--- config.mk ---
export PLATFORM = sky130hd
export DESIGN_NAME = scl_rate_gen
export DESIGN_NICKNAME = d
export VERILOG_FILES = /design/src/rtl/scl_rate_pkg.sv /design/src/rtl/scl_cfg_hold.sv /design/src/rtl/scl_prescale.sv /design/src/rtl/scl_half_cnt.sv /design/src/rtl/scl_rate_gen.sv
export SDC_FILE = /design/constraint.sdc
export NUM_CORES = 1
export LEC_CHECK = 0
export ABC_AREA = 0
export BUFFER_PORTS_ARGS = -buffer_cell sky130_fd_sc_hd__clkbuf_2
export CAP_MARGIN = 10
export CORE_UTILIZATION = 55
export DETAILED_ROUTE_END_ITERATION = 7
export PLACE_DENSITY = 0.79
export RECOVER_POWER = 100
export SYNTH_ARGS = -nofsm -noshare
export SYNTH_HDL_FRONTEND = slang
export SYNTH_SLANG_ARGS = --single-unit
--- constraint.sdc ---
create_clock -name clk -period 3.7 [get_ports clk]
set_input_delay 0.74 -clock clk [delete_from_list [all_inputs] [get_ports clk]]
set_output_delay 0.74 -clock clk [all_outputs]
set_load 0.005 [all_outputs]
--- src/rtl/scl_rate_pkg.sv ---
package scl_rate_pkg;
   // bit positions inside the mode field; the protocol side decodes these
   localparam int MODE_EN_BIT   = 0;
   localparam int MODE_SEL_LSB  = 1;
   localparam int MODE_FILT_OFS = 2; // offset above the select field

   // terminal count of the predivider for a given select value
   function automatic int unsigned pre_limit(input int unsigned exp_top,
                                             input int unsigned sel);
      return (32'd1 << (exp_top - sel)) - 32'd1;
   endfunction
endpackage

--- src/rtl/scl_cfg_hold.sv ---
module scl_cfg_hold #(
   parameter int SEL_W     = 2,
   parameter int DIV_W     = 8,
   parameter bit FILTER_EN = 1'b1
) (
   input  logic             clk,
   input  logic             rst_n,
   input  logic             load_i,
   input  logic [SEL_W-1:0] sel_i,
   input  logic             filt_i,
   input  logic [DIV_W-1:0] div_i,
   output logic [SEL_W-1:0] sel_o,
   output logic             filt_o,
   output logic [DIV_W-1:0] div_o
);
   logic [SEL_W-1:0] sel_q;
   logic [DIV_W-1:0] div_q;

   always_ff @(posedge clk or negedge rst_n) begin
      if (!rst_n) begin
         sel_q <= '0;
         div_q <= '0;
      end else if (load_i) begin
         sel_q <= sel_i;
         div_q <= div_i;
      end
   end

   generate
      if (FILTER_EN) begin : g_filt
         logic filt_q;
         always_ff @(posedge clk or negedge rst_n) begin
            if (!rst_n)      filt_q <= 1'b0;
            else if (load_i) filt_q <= filt_i;
         end
         assign filt_o = filt_q;
      end else begin : g_nofilt
         assign filt_o = 1'b0;
      end
   endgenerate

   assign sel_o = sel_q;
   assign div_o = div_q;

   // settings move only when a load is requested
   p_cfg_hold_r5: assert property (@(posedge clk) disable iff (!rst_n)
      !load_i |=> ($stable(div_o) && $stable(sel_o)));
endmodule

--- src/rtl/scl_prescale.sv ---
module scl_prescale #(
   parameter int SEL_W   = 2,
   parameter int EXP_TOP = 5
) (
   input  logic             clk,
   input  logic             rst_n,
   input  logic             run_i,
   input  logic [SEL_W-1:0] sel_i,
   output logic             wrap_o
);
   import scl_rate_pkg::*;
   localparam int CNT_W = EXP_TOP + 1;

   logic [CNT_W-1:0] cnt_q;
   logic [CNT_W-1:0] lim;

   always_comb begin
      lim = CNT_W'(pre_limit(EXP_TOP, 32'(sel_i)));
   end

   assign wrap_o = run_i && (cnt_q == lim);

   always_ff @(posedge clk or negedge rst_n) begin
      if (!rst_n)      cnt_q <= '0;
      else if (!run_i) cnt_q <= '0;
      else if (wrap_o) cnt_q <= '0;
      else             cnt_q <= cnt_q + 1'b1;
   end

   // count never passes the terminal value of the selected factor
   p_pre_bound_r1: assert property (@(posedge clk) disable iff (!rst_n)
      run_i |-> (cnt_q <= lim));
endmodule

--- src/rtl/scl_half_cnt.sv ---
module scl_half_cnt #(
   parameter int DIV_W    = 8,
   parameter int BASE_ADD = 3,
   parameter int FILT_ADD = 2
) (
   input  logic             clk,
   input  logic             rst_n,
   input  logic             run_i,
   input  logic             step_i,
   input  logic [DIV_W-1:0] div_i,
   input  logic             filt_i,
   output logic             wrap_o
);
   localparam int H_W = DIV_W + 2;

   logic [H_W-1:0] cnt_q;
   logic [H_W-1:0] lim;

   always_comb begin
      lim = H_W'(div_i) + H_W'(BASE_ADD) - H_W'(1);
      if (filt_i) lim = lim + H_W'(FILT_ADD);
   end

   assign wrap_o = run_i && step_i && (cnt_q == lim);

   always_ff @(posedge clk or negedge rst_n) begin
      if (!rst_n)      cnt_q <= '0;
      else if (!run_i) cnt_q <= '0;
      else if (wrap_o) cnt_q <= '0;
      else if (step_i) cnt_q <= cnt_q + 1'b1;
   end

   // count stays inside the half-period span
   p_half_bound_r2: assert property (@(posedge clk) disable iff (!rst_n)
      run_i |-> (cnt_q <= lim));
endmodule

--- src/rtl/scl_rate_gen.sv ---
module scl_rate_gen #(
   parameter int DIV_W     = 8,
   parameter int SEL_W     = 2,
   parameter int EXP_TOP   = 5,
   parameter int BASE_ADD  = 3,
   parameter int FILT_ADD  = 2,
   parameter bit FILTER_EN = 1'b1
) (
   input  logic               clk,
   input  logic               rst_n,
   input  logic [SEL_W+1:0]   mode_i,
   input  logic [DIV_W-1:0]   div_i,
   output logic               half_tick_o,
   output logic               scl_phase_o
);
   import scl_rate_pkg::*;
   localparam int FILT_BIT = MODE_SEL_LSB + SEL_W - 1 + MODE_FILT_OFS - 1;

   generate
      if (EXP_TOP < (1 << SEL_W) - 1) begin : g_bad_exp
         $error("EXP_TOP too small for select width");
      end
      if (BASE_ADD < 1) begin : g_bad_base
         $error("BASE_ADD must be at least 1");
      end
      if (DIV_W < 1 || DIV_W > 16) begin : g_bad_div
         $error("DIV_W out of range");
      end
   endgenerate

   logic             en;
   logic             pre_wrap, half_wrap, load;
   logic [SEL_W-1:0] sel_q;
   logic             filt_q;
   logic [DIV_W-1:0] div_q;
   logic             tick_q, phase_q;

   assign en   = mode_i[MODE_EN_BIT];
   assign load = !en || (half_wrap && phase_q);

   scl_cfg_hold #(.SEL_W(SEL_W), .DIV_W(DIV_W), .FILTER_EN(FILTER_EN)) i_cfg (
      .clk(clk), .rst_n(rst_n), .load_i(load),
      .sel_i(mode_i[MODE_SEL_LSB +: SEL_W]), .filt_i(mode_i[FILT_BIT]),
      .div_i(div_i), .sel_o(sel_q), .filt_o(filt_q), .div_o(div_q));

   scl_prescale #(.SEL_W(SEL_W), .EXP_TOP(EXP_TOP)) i_pre (
      .clk(clk), .rst_n(rst_n), .run_i(en), .sel_i(sel_q), .wrap_o(pre_wrap));

   scl_half_cnt #(.DIV_W(DIV_W), .BASE_ADD(BASE_ADD), .FILT_ADD(FILT_ADD)) i_half (
      .clk(clk), .rst_n(rst_n), .run_i(en), .step_i(pre_wrap),
      .div_i(div_q), .filt_i(filt_q), .wrap_o(half_wrap));

   always_ff @(posedge clk or negedge rst_n) begin
      if (!rst_n) begin
         tick_q  <= 1'b0;
         phase_q <= 1'b0;
      end else if (!en) begin
         tick_q  <= 1'b0;
         phase_q <= 1'b0;
      end else begin
         tick_q  <= half_wrap;
         if (half_wrap) phase_q <= !phase_q;
      end
   end

   assign half_tick_o = tick_q;
   assign scl_phase_o = phase_q;

   // a disabled clock leaves both outputs low afterwards
   p_idle_low_r4: assert property (@(posedge clk) disable iff (!rst_n)
      !en |=> (!half_tick_o && !scl_phase_o));
   // phase moves with the tick and only then
   p_phase_tick_r3: assert property (@(posedge clk) disable iff (!rst_n)
      ($past(en) && !half_tick_o) |-> $stable(scl_phase_o));
   p_tick_phase_r3: assert property (@(posedge clk) disable iff (!rst_n)
      half_tick_o |-> !$stable(scl_phase_o));
   // tick pulses are single-cycle
   p_single_tick_r7: assert property (@(posedge clk) disable iff (!rst_n)
      half_tick_o |=> !half_tick_o);
endmodule

# Yosys cells after proc, flatten, opt, wreduce, memory -nomap -nowiden
# Index checks and enable logic that the tools add are counted.
# Widths: inputs -> output; s select.
[totals]
ff_bits = 29
inputBits = 14
out_inout_bits = 2
elab_cells = 35
[op_classes]
n_addsub = 7
n_eq_ne = 4
n_shift = 1
n_mux = 9
reduce_logical = 7
[op_table]
columns = ["operator", "n"]
rows = [
  ["$mux 10", 4],
  ["$shl 1x32->6 const A", 1],
  ["$mux 6", 2],
  ["$add 10x1->10 const B", 1],
  ["$add 10x2->10 const B", 1],
  ["$eq 10x10->1", 1],
  ["$sub 10x1->10 const B", 1],
  ["$add 8x2->9 const B", 1],
  ["$add 6x1->6 const B", 1],
  ["$eq 6x6->1", 1],
  ["$sub 6x1->6 const B", 1],
  ["$logic_and 1x1->1", 4],
  ["$sub 3x2->4 const A", 1],
  ["$mux 1", 3],
  ["$ne 3x1->1 const B", 1],
  ["$logic_not 1->1", 2],
  ["$ne 2x1->1 const B", 1],
  ["$logic_or 1x1->1", 1],
]

# Logic depth before layout (Yosys ltp)
# Gate-level depths: netlist of run 1.
[logic_depth]
word_depth = 9
ltp_mapped = 15
ltp_nobuf = 13

# Modules after synthesis
# A second synthesis of run 1 with hierarchy kept.
[unflattened]
cells_unflattened = 195
hier_area_um2 = 2000.7
[by_module_without_submodules]
columns = ["module", "instances", "cells_each", "area_each_um2", "seq_area_each_um2"]
rows = [
  ["scl_half_cnt", 1, 129, 1093.5, 250.2],
  ["scl_cfg_hold", 1, 23, 447.9, 275.3],
  ["scl_prescale", 1, 36, 379.1, 150.1],
  ["scl_rate_gen", 1, 7, 80.1, 50.0],
]

# Worst setup path before layout of run 1
# OpenSTA, ideal clock, no wires.
[synth_path]
path_kind = "register to register"
start = "reg i_cfg.div_q[0] (netlist: i_cfg.div_o[0])"
end = "reg i_cfg.div_q[0] (netlist: i_cfg.div_o[0])"
t_arrival_ps = 3361
required_time_ps = 3575
path_slack_ps = 214
stages_incl_launch_ff = 14
period_less_slack_ps = 3486
path_cell_list = "dfrtp_1 inv_1 ha_1 and4b_1 and2_1 xor2_1 xor2_1 or4_4 xnor2_1 nor4_2 o21ai_2 o21ai_2 buf_6 mux2_4"
[synth_via]
elab_chain_len = 8
[synth_lines]
columns = ["element", "line_no", "source"]
rows = [
  ["start: declaration", "scl_cfg_hold.sv:17", "logic [DIV_W-1:0] div_q;"],
  ["start signal: assignment", "scl_cfg_hold.sv:25", "div_q <= div_i;"],
  ["$add 8x2->9 (*)", "scl_half_cnt.sv:20", "lim = H_W'(div_i) + H_W'(BASE_ADD) - H_W'(1);"],
  ["$sub 10x1->10 (*)", "scl_half_cnt.sv:20", ""],
  ["$add 10x2->10", "scl_half_cnt.sv:21", "if (filt_i) lim = lim + H_W'(FILT_ADD);"],
  ["$mux 10 (*)", "scl_half_cnt.sv:21", ""],
  ["$eq 10x10->1 (*)", "scl_half_cnt.sv:24", "assign wrap_o = run_i && step_i && (cnt_q == lim);"],
  ["$logic_and 1x1->1 (*)", "scl_half_cnt.sv:24", ""],
  ["$logic_and 1x1->1 (*)", "scl_rate_gen.sv:39", "assign load = !en || (half_wrap && phase_q);"],
  ["$logic_or 1x1->1 (*)", "scl_rate_gen.sv:39", ""],
]
# Every way passes the cells marked *; elsewhere a longest branch is shown, timed or not.
# A chain may end at the register's enable or synchronous reset.

# Worst setup path in the final report of run 1
[layout_path]
start = "reg i_cfg.div_q[0] (netlist: i_cfg.div_o[0])"
end = "reg i_cfg.sel_q[0] (netlist: i_cfg.sel_o[0])"
[layout_via]
elab_chain_len = 8
[layout_lines]
columns = ["element", "line_no", "source"]
rows = [
  ["$add 8x2->9 (*)", "scl_half_cnt.sv:20", ""],
  ["$sub 10x1->10 (*)", "scl_half_cnt.sv:20", ""],
  ["$add 10x2->10", "scl_half_cnt.sv:21", ""],
  ["$mux 10 (*)", "scl_half_cnt.sv:21", ""],
  ["$eq 10x10->1 (*)", "scl_half_cnt.sv:24", ""],
  ["$logic_and 1x1->1 (*)", "scl_half_cnt.sv:24", ""],
  ["$logic_and 1x1->1 (*)", "scl_rate_gen.sv:39", ""],
  ["$logic_or 1x1->1 (*)", "scl_rate_gen.sv:39", ""],
  ["end signal: assignment", "scl_cfg_hold.sv:24", "sel_q <= sel_i;"],
  ["end: declaration", "scl_cfg_hold.sv:16", "logic [SEL_W-1:0] sel_q;"],
]
# Marked as above.

==> impl_metrics.py, run 1 <==
metrics = {
    "status": {
        "status": "finished, violations left",
        "violations": "max-capacitance violations, max-slew violations",
    },
    "route": {
        "first_pass_iters": 4,
        "ant_nets": 0,
        "drc": 0,
        "vias_per_cell": 5.83,
        "wl_mm": 4.46,
        "routedWlPerCell_microns": 14.7,
        "drt_iter0_drc": 99,
        "vias": 1767,
    },
    "clock_network": {
        "hold_buffers": 0,
        "h-tree-depth": 2,
        "cts_made_buffers": 5,
        "cts_sinks": 29,
        "cts_root_buf": "clkbuf_8",
        "clk_latency_ps": 280,
        "clk_path_buf_depth": 2,
        "path_clk_slew_ps": 70,
        "cts_tree": "done",
    },
    "finish": {
        "fin_util": 0.656,
        "drive_gt1_frac": 0.220,
        "final_area_sq_mm": 0.00247,
        "instances_no_fill": 303,
        "nFillCells": 299,
        "multiInputGateArea_sq_mm": 0.00143,
        "area_growth_pct": 10.4,
        "area.sequential_sq_um": 726,
        "nets": 274,
        "diodes": 0,
    },
    "global_routing": {
        "antenna_found_initial": 0,
        "grt_max_degree": 30,
        "grt_pass1_vias": 1717,
        "grt_pass1_wl_mm": 7.89,
        "grt.overflow.total": 0,
        "track_usage": 0.241,
    },
    "timing": {
        "worst_slew_pin_slew_ps": 1500,
        "slew_headroom": -0.00157,
        "max_freq_ghz": 0.286,
        "fin_ws_ps": 205,
        "hold_slack_ps": 491,
        "period_share": 0.944,
        "rsz0062_at_grt": "false",
        "finClkSkew_ps": 6.77,
        "hold_violations": 0,
        "setup_viol": 0,
        "fin_crit_ps": 3490,
        "maxSlewViolCount": 29,
        "setup_tns_ps": 0,
    },
    "synthesis": {
        "ys_warn_count": 0,
        "yosysTopAreaCellShare": 0.324,
        "yosys-top-cells-count": "dfrtp_1, nor2_1, xor2_1",
        "syn-num-nets": 252,
        "postSynthCellCount": 232,
        "synth-edff-count": 0,
        "synth_flop_cell": "dfrtp_1",
        "synth_top_area_cell": "dfrtp_1",
        "synth_area_leaders": "dfrtp_1, xor2_1, mux2_4, xnor2_1, nor2_1",
        "synth-seq-cells": 29,
        "syn-cell-area_sq_mm": 0.00224,
        "ys_seq_area_frac": 0.324,
        "synth.most_common_cell": "dfrtp_1",
        "synth_cell_types": 55,
        "synth_area_per_cell_sq_um": 9.66,
        "async_flop_share": 1.00,
    },
    "power_and_ir_drop": {
        "p_seq_frac": 0.422,
        "irDropWorstVdd_mv": 0.388,
        "finalPower_mw": 0.856,
        "power.internal_mw": 0.578,
        "switchingPower_mw": 0.278,
        "total_leakage_power_nw": 1.07,
        "clkPwrFrac": 0.294,
        "power_density_mw_per_mm2": 346,
        "power_frac_comb": 0.284,
        "switching_share": 0.325,
    },
    "floorplan": {
        "dieArea_sq_mm": 0.00433,
        "coreArea_sq_mm": 0.00377,
        "io_pins": 16,
        "start_util": 0.594,
        "fp.dieW_microns": 65.8,
        "num_rows": 22,
        "die_height_microns": 65.8,
    },
    "critical_path": {
        "slowest_delay_ps": 560,
        "worstSetupStartpointType": "flop",
        "end_kind": "flop",
        "path_class": "reg -> reg",
        "worstPathRequired_ps": 3870,
        "path_cells": "inv_1, ha_2, and3b_1, nor3_1, o221ai_2, xor2_1, or4_4, xnor2_1, nor4_2, o21ai_2, o21ai_2, buf_12, mux2_2",
        "worstPathMaxFanout": 11,
        "crit_top_cell": "o21ai_2",
        "arrival_ps": 3660,
        "cpMaxStageDelayCell": "or4_4",
    },
    "place": {
        "pre_cts_slack_ps": 203,
        "gp_congestion": 0.833,
        "dp_hpwl_mm": 3.38,
        "port_buffers": 15,
        "placed_cell_area_sq_mm": 0.00239,
        "dp.cells": 294,
    },
    "hold_path": {
        "hp-class": "reg -> reg",
    },
    "job": {
        "drv_cap": 1,
    },
}
## sequential cells by signal, indices dropped and copies added, names as in the netlist
signal and flops:
i_pre.cnt_q 6, half_tick_o 1, i_cfg.sel_o 2, i_cfg.filt_o 1, i_half.cnt_q 10, scl_phase_o 1, i_cfg.div_o 8
## power by group through the flow
stage / clock network (mW) / registers (mW) / logic, mW
after global placement: 0 / 0.366 / 0.231
after floorplan: 0 / 0.349 / 0.198
after global routing: 0.275 / 0.365 / 0.269
after CTS: 0.257 / 0.360 / 0.240
after detailed placement: 0 / 0.366 / 0.238
final: 0.252 / 0.361 / 0.243
## placed cells by master (no fill, tap or decap), types with 6 or more instances in the layout
| cell type | count |
|---|---|
| nand2_1 | 18 |
| mux2_4 | 8 |
| nand3_1 | 7 |
| clkbuf_2 | 12 |
| xor2_1 | 19 |
| buf_4 | 9 |
| dfrtp_1 | 29 |
| o21ai_0 | 6 |
| xnor2_1 | 15 |
| nor2_1 | 25 |
## timing repair
item | 4_1_cts | 5_1_grt
hold endpoints to repair | 0 | 0
gates resized for setup | 0 | 1
setup endpoints to repair | 0 | 11
buffers inserted | 0 | 1
## cells by family after synthesis
family / Yosys count / share of synthesized area
buf+inv: 15 / 0.0380
mux: 15 / 0.0899
simple gates: 94 / 0.234
flops: 29 / 0.324
xor+xnor: 35 / 0.140
compound gates: 38 / 0.140
fa+ha+maj: 6 / 0.0335
## cell type report
cell class / instances / share of cell area
flip-flops and latches: 29 / 0.293
repair buffers: 26 / 0.0657
clock buffers: 5 / 0.0278
inverters: 4 / 0.00607
clock inverters: 3 / 0.00708
multi-input cells: 188 / 0.576
well taps: 48 / 0.0243
## critical path: cells and delay by family, from the launching register on
family / cells / cell delay (ps)
DFF: 1 / 410
AOI/OAI and AO/OA: 3 / 440
xor gates and xnor gates: 2 / 340
muxes: 1 / 330
adders and majority gates: 1 / 250
and+or+nand+nor: 4 / 1310
buffers and inverters: 2 / 290
## routing by layer
layer | track usage | wire, microns | vias up
met5 | 0 | 0 | -
met4 | 0.0788 | 63 | 0
met3 | 0.0534 | 215 | 7
met2 | 0.388 | 2110 | 44
met1 | 0.320 | 2080 | 838
li1 | - | - | 878
## worst paths after layout
path,start,to,slack [ps],cells after the start
setup / recovery,i_cfg.div_o[0]$_DFFE_PN0P_,i_cfg.sel_o[0]$_DFFE_PN0P_,210,13
hold / removal,i_pre.cnt_q[0]$_DFF_PN0_,i_pre.cnt_q[0]$_DFF_PN0_,490,1
setup reg to reg,i_cfg.div_o[0]$_DFFE_PN0P_,i_cfg.sel_o[0]$_DFFE_PN0P_,210,13
hold reg to reg,i_pre.cnt_q[0]$_DFF_PN0_,i_pre.cnt_q[0]$_DFF_PN0_,490,1
max in group asynchronous,rst_n,i_cfg.sel_o[1]$_DFFE_PN0P_,2010,1
min in group asynchronous,rst_n,i_cfg.div_o[1]$_DFFE_PN0P_,810,1
No activity file was read; power rests on OpenSTA's default activity.
==> run 2: changes to the inputs <==
--- a/config.mk
+++ b/config.mk
@@ -6,8 +6,10 @@
 export NUM_CORES = 1
 export LEC_CHECK = 0
 export ABC_AREA = 0
+export ABC_CLOCK_PERIOD_IN_PS = 3700
 export BUFFER_PORTS_ARGS = -buffer_cell sky130_fd_sc_hd__clkbuf_2
 export CAP_MARGIN = 10
+export CORE_MARGIN = 2
 export CORE_UTILIZATION = 55
 export DETAILED_ROUTE_END_ITERATION = 7
 export PLACE_DENSITY = 0.79
==> run 2 against run 1 <==
  * The flow still finishes with violations (max-capacitance violations, max-slew violations)
  * Sequential power about the same
  * Clock power up 35%
  * Sequential share of layout area is 0.62 points lower
  * Flip-flop and latch count did not move
  * Combinational power increased by 2%
  * Largest cell class unchanged
  * Final cell count shrank 0.33%
  * Core utilization decreased by 2.0 points
  * Design area grew 2.2%
  * Power up 11%
  * Clock skew fell by 0.85 ps
  * Highest routed layer unchanged
==> impl_metrics.py, run 2 (synthesis results as in run 1) <==
metrics = {
    "status": {
        "status": "finished, violations left",
        "violations": "max-capacitance violations, max-slew violations",
    },
    "timing": {
        "max_freq_ghz": 0.278,
        "period_share": 0.971,
        "hold_violations": 0,
        "finClkSkew_ps": 5.92,
        "fin_crit_ps": 3590,
        "maxSlewViolCount": 30,
        "slew_headroom": -0.0646,
        "setup_viol": 0,
        "worst_slew_pin_slew_ps": 1600,
    },
    "power_and_ir_drop": {
        "total_leakage_power_nw": 1.11,
        "power_density_mw_per_mm2": 376,
        "irDropWorstVdd_mv": 0.330,
        "p_seq_frac": 0.382,
        "switchingPower_mw": 0.283,
        "clkPwrFrac": 0.358,
        "finalPower_mw": 0.952,
        "power.internal_mw": 0.669,
        "switching_share": 0.298,
        "power_frac_comb": 0.261,
    },
    "clock_network": {
        "cts_root_buf": "clkbuf_8",
        "cts_sinks": 29,
        "path_clk_slew_ps": 70,
        "cts_made_buffers": 5,
        "clk_path_buf_depth": 2,
        "h-tree-depth": 2,
        "hold_buffers": 0,
        "clk_latency_ps": 280,
        "cts_tree": "done",
    },
    "global_routing": {
        "grt_pass1_vias": 1629,
        "antenna_found_initial": 0,
        "grt_pass1_wl_mm": 7.65,
        "grt.overflow.total": 0,
        "track_usage": 0.223,
        "grt_max_degree": 30,
    },
    "route": {
        "routedWlPerCell_microns": 15.5,
        "vias_per_cell": 5.89,
        "vias": 1780,
        "drc": 0,
        "ant_nets": 0,
        "first_pass_iters": 4,
        "wl_mm": 4.67,
        "drt_iter0_drc": 72,
    },
    "finish": {
        "diodes": 0,
        "instances_no_fill": 302,
        "drive_gt1_frac": 0.242,
        "largest_reg_flops": 10,
        "area_growth_pct": 12.8,
        "layout_commonest_cell": "dfrtp_1",
        "nets": 271,
        "mostFrequentLayoutCells": "dfrtp_1, nor2_1, nand2_1, xor2_1, clkbuf_2",
        "top_register": "i_half.cnt_q",
        "nFillCells": 319,
    },
    "critical_path": {
        "reg2reg_to": "i_cfg.sel_o[0]$_DFFE_PN0P_",
        "r2r_cells": 12,
        "r2r_setup_slack_ps": 110,
        "cpMaxStageDelayCell": "or4b_2",
        "end_kind": "flop",
        "worstSetupStartpointType": "flop",
        "path_cells": "inv_1, ha_2, mux2i_1, a211oi_1, or2_2, xor2_1, or4b_2, nor4_2, o21ai_2, o21ai_2, buf_12, mux2_2",
        "crit_path_end": "i_cfg.sel_o[0]$_DFFE_PN0P_",
        "slowest_delay_ps": 640,
        "arrival_ps": 3760,
        "critPathLaunch": "i_cfg.div_o[0]$_DFFE_PN0P_",
        "worstPathMaxFanout": 11,
        "worstPathRequired_ps": 3860,
        "crit_top_cell": "o21ai_2",
        "path_class": "reg -> reg",
        "r2r-start": "i_cfg.div_o[0]$_DFFE_PN0P_",
    },
    "floorplan": {
        "die_height_microns": 67.8,
        "coreArea_sq_mm": 0.00397,
        "start_util": 0.564,
        "fp.dieW_microns": 67.8,
        "num_rows": 23,
        "io_pins": 16,
        "dieArea_sq_mm": 0.00460,
    },
    "place": {
        "gp_congestion": 0.833,
        "port_buffers": 15,
        "dp.cells": 294,
        "dp_hpwl_mm": 3.32,
    },
    "job": {
        "drv_cap": 1,
    },
    "hold_path": {
        "hp-class": "reg -> reg",
        "min_from": "i_pre.cnt_q[0]$_DFF_PN0_",
    },
}
==> run 2: changes by cell type in the layout (fill, tap and decap cells not counted), sizes merged <==
cell	before	now
clkinvlp	1	0
buf	10	8
clkbuf	21	22
clkinv	2	0
bufinv	0	1
==> run 2: how the worst min path moves through the flow <==
stage	to	slack [ps]	cells after the start
6_report	i_pre.cnt_q[0]$_DFF_PN0_	500	1
5_1_grt	i_pre.cnt_q[0]$_DFF_PN0_	540	1
3_5_place_dp	i_pre.cnt_q[0]$_DFF_PN0_	500	1
4_1_cts	i_pre.cnt_q[0]$_DFF_PN0_	510	1
2_1_floorplan	half_tick_o$_DFF_PN0_	440	0
3_3_place_gp	i_pre.cnt_q[0]$_DFF_PN0_	490	1
==> run 2: power by group through the flow <==
| stage | sequential [mW] | combinational (mW) | clock, mW |
|---|---|---|---|
| 6_report | 0.363 | 0.248 | 0.341 |
| 2_1_floorplan | 0.349 | 0.198 | 0 |
| 4_1_cts | 0.361 | 0.236 | 0.343 |
| 3_5_place_dp | 0.367 | 0.232 | 0 |
| 5_1_grt | 0.366 | 0.272 | 0.357 |
| 3_3_place_gp | 0.366 | 0.227 | 0 |
==> run 2: critical path: cells and delay by family (launching register included) <==
family / cells / cell delay, ps
and+or+nand+nor: 3 / 1140
muxes: 2 / 610
adders and majority gates: 1 / 440
AOI/OAI and AO/OA: 3 / 430
DFF: 1 / 390
buffers and inverters: 2 / 260
xor gates and xnor gates: 1 / 190
==> run 2: layout make-up <==
| class | instances | area, sq um | area share |
|---|---|---|---|
| Tap cell | 50 | 62.6 | 0.0247 |
| Clock inverter | 1 | 30.0 | 0.0119 |
| Multi-Input combinational cell | 188 | 1460 | 0.578 |
| Inverter | 4 | 15.0 | 0.00594 |
| Timing Repair Buffer | 23 | 146 | 0.0579 |
| Clock buffer | 7 | 86.3 | 0.0341 |
| Sequential cell | 29 | 726 | 0.287 |
==> run 2: layer usage <==
metal / GRT usage / vias up / wire length (microns)
met5: 0 / - / 0
met4: 0.0750 / 0 / 48
met3: 0.0444 / 5 / 207
met2: 0.338 / 36 / 2130
met1: 0.319 / 858 / 2280
li1: - / 881 / -
==> run 2: repair_timing <==
item,4_1_cts,5_1_grt
resized for setup,0,5
endpoints found under the setup margin,0,12
setup buffers,0,0
==> run 2: metrics by stage <==
step	setup slack (ps)	util	hold slack (ps)	area, sq um	setup TNS [ps]
3_5_place_dp	170	0.600	499	2380	0
6_report	106	0.637	505	2530	0
5_1_grt	-47.9	0.637	537	2530	-167
3_3_place_gp	209	0.600	493	2380	0
2_1_floorplan	214	-	444	2240	0
4_1_cts	136	0.629	506	2500	0
